===== config.mk =====
export PLATFORM = sky130hd
export DESIGN_NAME = latched_bus_xcvr
export DESIGN_NICKNAME = d
export VERILOG_FILES = /design/src/rtl/xcvr_pkg.sv /design/src/rtl/xfer_ctrl.sv /design/src/rtl/xfer_path.sv /design/src/rtl/latched_bus_xcvr.sv
export SDC_FILE = /design/constraint.sdc
export NUM_CORES = 1
export LEC_CHECK = 0
export ABC_CLOCK_PERIOD_IN_PS = 2990
export BUFFER_PORTS_ARGS = -buffer_cell sky130_fd_sc_hd__buf_2
export CAP_MARGIN = 10
export CELL_PAD_IN_SITES_DETAIL_PLACEMENT = 1
export CELL_PAD_IN_SITES_GLOBAL_PLACEMENT = 1
export CORE_UTILIZATION = 25
export CTS_CLUSTER_DIAMETER = 200
export CTS_CLUSTER_SIZE = 12
export DETAILED_ROUTE_END_ITERATION = 16
export HOLD_SLACK_MARGIN = 0.08
export PLACE_DENSITY = 0.64
export SYNTH_ARGS = -nofsm -noshare
export SYNTH_HDL_FRONTEND = slang
export SYNTH_SLANG_ARGS = --single-unit

===== constraint.sdc =====
create_clock -name clk -period 2.99 [get_ports clk]
set_input_delay 0.1495 -clock clk [delete_from_list [all_inputs] [get_ports clk]]
set_output_delay 0.1495 -clock clk [all_outputs]
set_load 0.01 [all_outputs]

===== src/rtl/xcvr_pkg.sv =====
package xcvr_pkg;
  // Strobes from the control module of one direction to its datapath.
  typedef struct packed {
    logic load;   // store the input word at this edge
    logic pass;   // output follows the input (transparent)
    logic drive;  // output pins are driven
  } xferStrb_t;
endpackage


===== src/rtl/xfer_ctrl.sv =====
module xfer_ctrl
  import xcvr_pkg::*;
#(
  parameter bit OE_ACTIVE_HIGH = 1'b1
) (
  input  logic      clk,
  input  logic      rst,
  input  logic      latchEn,
  input  logic      capClk,
  input  logic      outEn,
  output xferStrb_t strb
);
  logic oeAct;
  logic leQ;
  logic ckQ;
  logic oeQ;

  generate
    if (OE_ACTIVE_HIGH) begin : g_oeHigh
      assign oeAct = outEn;
    end else begin : g_oeLow
      assign oeAct = ~outEn;
    end
  endgenerate

  // ckQ resets high, so a clock already high when reset is released is not an edge.
  always_ff @(posedge clk) begin
    if (rst) begin
      leQ <= 1'b0;
      ckQ <= 1'b1;
      oeQ <= 1'b0;
    end else begin
      leQ <= latchEn;
      ckQ <= capClk;
      oeQ <= oeAct;
    end
  end

  // Transparent mode reloads every cycle, so dropping the enable keeps the last passed word.
  always_comb begin
    strb.load  = latchEn | (capClk & ~ckQ);
    strb.pass  = leQ;
    strb.drive = oeQ;
  end

  AST_DRIVE_POLARITY: assert property (@(posedge clk) disable iff (rst)
    (outEn == OE_ACTIVE_HIGH) |=> strb.drive);
  AST_NO_LOAD_STEADY: assert property (@(posedge clk) disable iff (rst)
    (!latchEn && capClk && $past(capClk) && !$past(rst)) |-> !strb.load);
endmodule


===== src/rtl/xfer_path.sv =====
module xfer_path
  import xcvr_pkg::*;
#(
  parameter int DATA_W = 18
) (
  input  logic              clk,
  input  logic              rst,
  input  logic [DATA_W-1:0] din,
  input  xferStrb_t         strb,
  output logic [DATA_W-1:0] dout,
  output logic              drive
);
  logic [DATA_W-1:0] store;

  always_ff @(posedge clk) begin
    if (rst)           store <= '0;
    else if (strb.load) store <= din;
  end

  assign dout  = strb.pass ? din : store;
  assign drive = strb.drive;

  AST_HOLD_STORE: assert property (@(posedge clk) disable iff (rst)
    !strb.load |=> $stable(store));
  AST_CAPTURE_WORD: assert property (@(posedge clk) disable iff (rst)
    strb.load |=> (store == $past(din)));
endmodule


===== src/rtl/latched_bus_xcvr.sv =====
module latched_bus_xcvr
  import xcvr_pkg::*;
#(
  parameter int DATA_W = 18
) (
  input  logic              clk,
  input  logic              rst,
  input  logic [DATA_W-1:0] aIn,
  input  logic [DATA_W-1:0] bIn,
  input  logic              abLatchEn,
  input  logic              abCapClk,
  input  logic              abOutEn,
  input  logic              baLatchEn,
  input  logic              baCapClk,
  input  logic              baOutEnN,
  output logic [DATA_W-1:0] bData,
  output logic              bDrive,
  output logic [DATA_W-1:0] aData,
  output logic              aDrive
);
  xferStrb_t abStrb;
  xferStrb_t baStrb;

  xfer_ctrl #(.OE_ACTIVE_HIGH(1'b1)) u_abCtrl (
    .clk(clk), .rst(rst), .latchEn(abLatchEn), .capClk(abCapClk),
    .outEn(abOutEn), .strb(abStrb));

  xfer_path #(.DATA_W(DATA_W)) u_abPath (
    .clk(clk), .rst(rst), .din(aIn), .strb(abStrb),
    .dout(bData), .drive(bDrive));

  xfer_ctrl #(.OE_ACTIVE_HIGH(1'b0)) u_baCtrl (
    .clk(clk), .rst(rst), .latchEn(baLatchEn), .capClk(baCapClk),
    .outEn(baOutEnN), .strb(baStrb));

  xfer_path #(.DATA_W(DATA_W)) u_baPath (
    .clk(clk), .rst(rst), .din(bIn), .strb(baStrb),
    .dout(aData), .drive(aDrive));

  AST_AB_FOLLOW: assert property (@(posedge clk) disable iff (rst)
    abLatchEn |=> (bData == aIn));
  AST_BA_FOLLOW: assert property (@(posedge clk) disable iff (rst)
    baLatchEn |=> (aData == bIn));
  AST_AB_OFF: assert property (@(posedge clk) disable iff (rst)
    !abOutEn |=> !bDrive);
  AST_BA_OFF: assert property (@(posedge clk) disable iff (rst)
    baOutEnN |=> !aDrive);
endmodule


==> impl_metrics.ini <==
[finish]
layout.cells.non_filler = 402
fin_nets = 334
layout-drive-gt1-share_pct = 43.99
multiInputGateArea_um2 = 1344
n_fill_cell = 1045
antennaDiodeCount = 0
areaGrowthSynthToFinish_pct = 22.55
seq_area_um2 = 840.8

[worst_hold_path]
worstHoldStart = abLatchEn
holdPathStages = 2
hold_end = u_abCtrl.leQ
worst_hold_path_type = in -> reg

[clock_tree]
ctsResizeCount = 0
htreeDepth = 2
cts-root-buf = clkbuf_8
cts_hold_buffers = 4
postCtsSetupBuffers = 0
clock_latency_ns = 0.29
cts_tree = done
cts_buffers = 5
clk_pin_slew_ns = 0.08
cts_buffer_depth = 2
cts.sinks = 42

[synthesis]
syn_nets = 256
avgSynthCellArea_um2 = 11.10
ys_warn_count = 0
synth_area_um2 = 2352
synth_seq_area_share_pct = 35.74
synthCells = 212
synthDistinctLibCells = 13
postSynthRegisterBits = 42

[grt]
grt_pass1_vias = 1668
grt_first_pass_wirelength_um = 7831
grt_max_degree = 79
grt_util_all_layers_pct = 10.08
grt_overflow = 0
grt_antenna_before_repair = 0

[setup_path]
crit_type = reg -> out
cp-end-kind = output pin
critPathMaxFanout = 18
startpoint_type = flip-flop
r2r-end = u_baPath.store[13]
reg2reg_from = u_baCtrl.ckQ
r2r_setup_slack_ns = 1.87
r2r_cells = 4
cp_data_required_time_ns = 2.84
arrival_ns = 1.87

[detailed_routing]
drc = 0
wl_um = 4870
routed_via_density = 4.229
num_vias = 1700
drt_pass1_iterations = 4
drt_iter0_markers = 30
wl_per_cell_um = 12.11
detail-route-antenna-nets = 0

[placed_design]
dp.cells = 390
gp_congestion = 0.5940
place_hpwl_um = 3304
port_buffers = 81

[floorplanning]
num_rows = 35
die-area_um2 = 9801
io_pins = 82
fp.dieH_um = 99
die_w_um = 99
core_um2 = 9196
start_util_pct = 25.58

[timing]
drv_slew = 0
clock_skew_ns = 0.004882
setup_viol = 0
clock.fmax_mhz = 495.6
hold_violations = 0
rsz0062_at_grt = false
timing.final.crit_share_pct = 67.49
finalSetupTns_ns = 0
tightest_slew_ns = 1.052
finalCriticalPeriod_ns = 2.018
max-slew-margin-rel_pct = 29.77

[run]
maxCapViolations = 0

[pwr]
ir_worst_vdd_v = 0.0001798
powerDensity_nw_per_um2 = 441.9
power.leakage_nw = 1.356
fin_total_pwr_mw = 1.274

[run_status]
outcome = finished, final reports clean
-- cells in the mapped netlist (all sizes together) --
master  instances  area (µm²)
nand2b         72       450.4
buf            11       141.4
mux2i          36       360.4
mux2           36       480.5
clkbuf          5       18.77
dfxtp          42       840.8
inv             2       7.510
a21oi           2       17.52
nor2            1       3.750
or2             2       12.51
nor2b           3       18.77
-- cells in the final DEF, fill, tap and decap left out --
| cell type | n |
|---|---|
| buf_2 | 81 |
| nand2b_1 | 72 |
| dfxtp_1 | 42 |
| mux2i_1 | 36 |
| mux2_4 | 20 |
| mux2_2 | 16 |
| clkbuf_8 | 6 |
| dlygate4sd3_1 | 4 |
| nor2b_1 | 3 |
| inv_1 | 2 |
| a21oi_2 | 2 |
| or2_1 | 2 |
| buf_4 | 2 |
| nor2_1 | 1 |
| clkinv_2 | 1 |
| clkbuf_1 | 1 |
-- sequential cells by signal (all words and copies together), names as in the netlist --
name	count
u_baCtrl.ckQ	1
u_abPath.store	18
u_baPath.store	18
u_baCtrl.oeQ	1
u_abCtrl.oeQ	1
u_abCtrl.leQ	1
u_baCtrl.leQ	1
u_abCtrl.ckQ	1
-- cell families after synthesis --
family          Yosys count  share of synthesized area [%]
simple gates             78                          20.64
mux                      72                          35.74
flops                    42                          35.74
buf+inv                  18                          7.128
compound gates            2                         0.7448
-- layout make-up --
cell class                 count  area share, %
clock buffer                   7          2.995
sequential                    42          29.17
timing repair buffer          87          15.97
clock inverter                 1         0.1736
multi-input combinational    152          46.61
inverter                       2         0.2604
tap                          111          4.818
-- critical path, cell delays in order (launching register included) --
cell     delay, ns
dfxtp_1       1.02
mux2_2        0.41
buf_2         0.14
-- worst max path at each step --
stage	startpoint	endpoint	slack, ns	depth (start not counted)
2_1_floorplan	u_baCtrl.leQ	aData[10]	1.93	3
3_3_place_gp	u_abCtrl.leQ	bData[17]	1.25	2
3_5_place_dp	u_abCtrl.leQ	bData[17]	1.25	2
4_1_cts	u_abCtrl.leQ	bData[17]	0.92	2
5_1_grt	u_baCtrl.leQ	aData[17]	0.84	2
6_report	u_baCtrl.leQ	aData[17]	0.97	2
-- through the flow --
step	setup WS, ns	util [%]	instance area [µm²]	hold slack, ns
after floorplan	1.929	-	2352	0.2219
after global placement	1.251	29.92	2751	0.3156
after detailed placement	1.247	29.92	2751	0.3158
after CTS	0.9176	31.35	2883	0.09394
after global routing	0.8440	31.35	2883	0.1029
final	0.9722	31.35	2883	0.1066
-- power by group --
part	switching, mW	internal, mW
clock	0.194	0.187
combinational	0.110	0.157
sequential	0.0298	0.597
-- metal layers --
| layer | vias to the layer above | share of wire (%) | wire, µm | global-route usage [%] |
|---|---|---|---|---|
| met3 | 4 | 5.1 | 249 | 2.908 |
| met2 | 51 | 48 | 2350 | 17.54 |
| li1 | 852 | - | - | - |
| met1 | 793 | 46 | 2229 | 11.81 |
| met4 | 0 | 0.84 | 41 | 3.444 |
| met5 | - | 0 | 0 | 0 |
No activity file was read; power rests on OpenSTA's default activity.
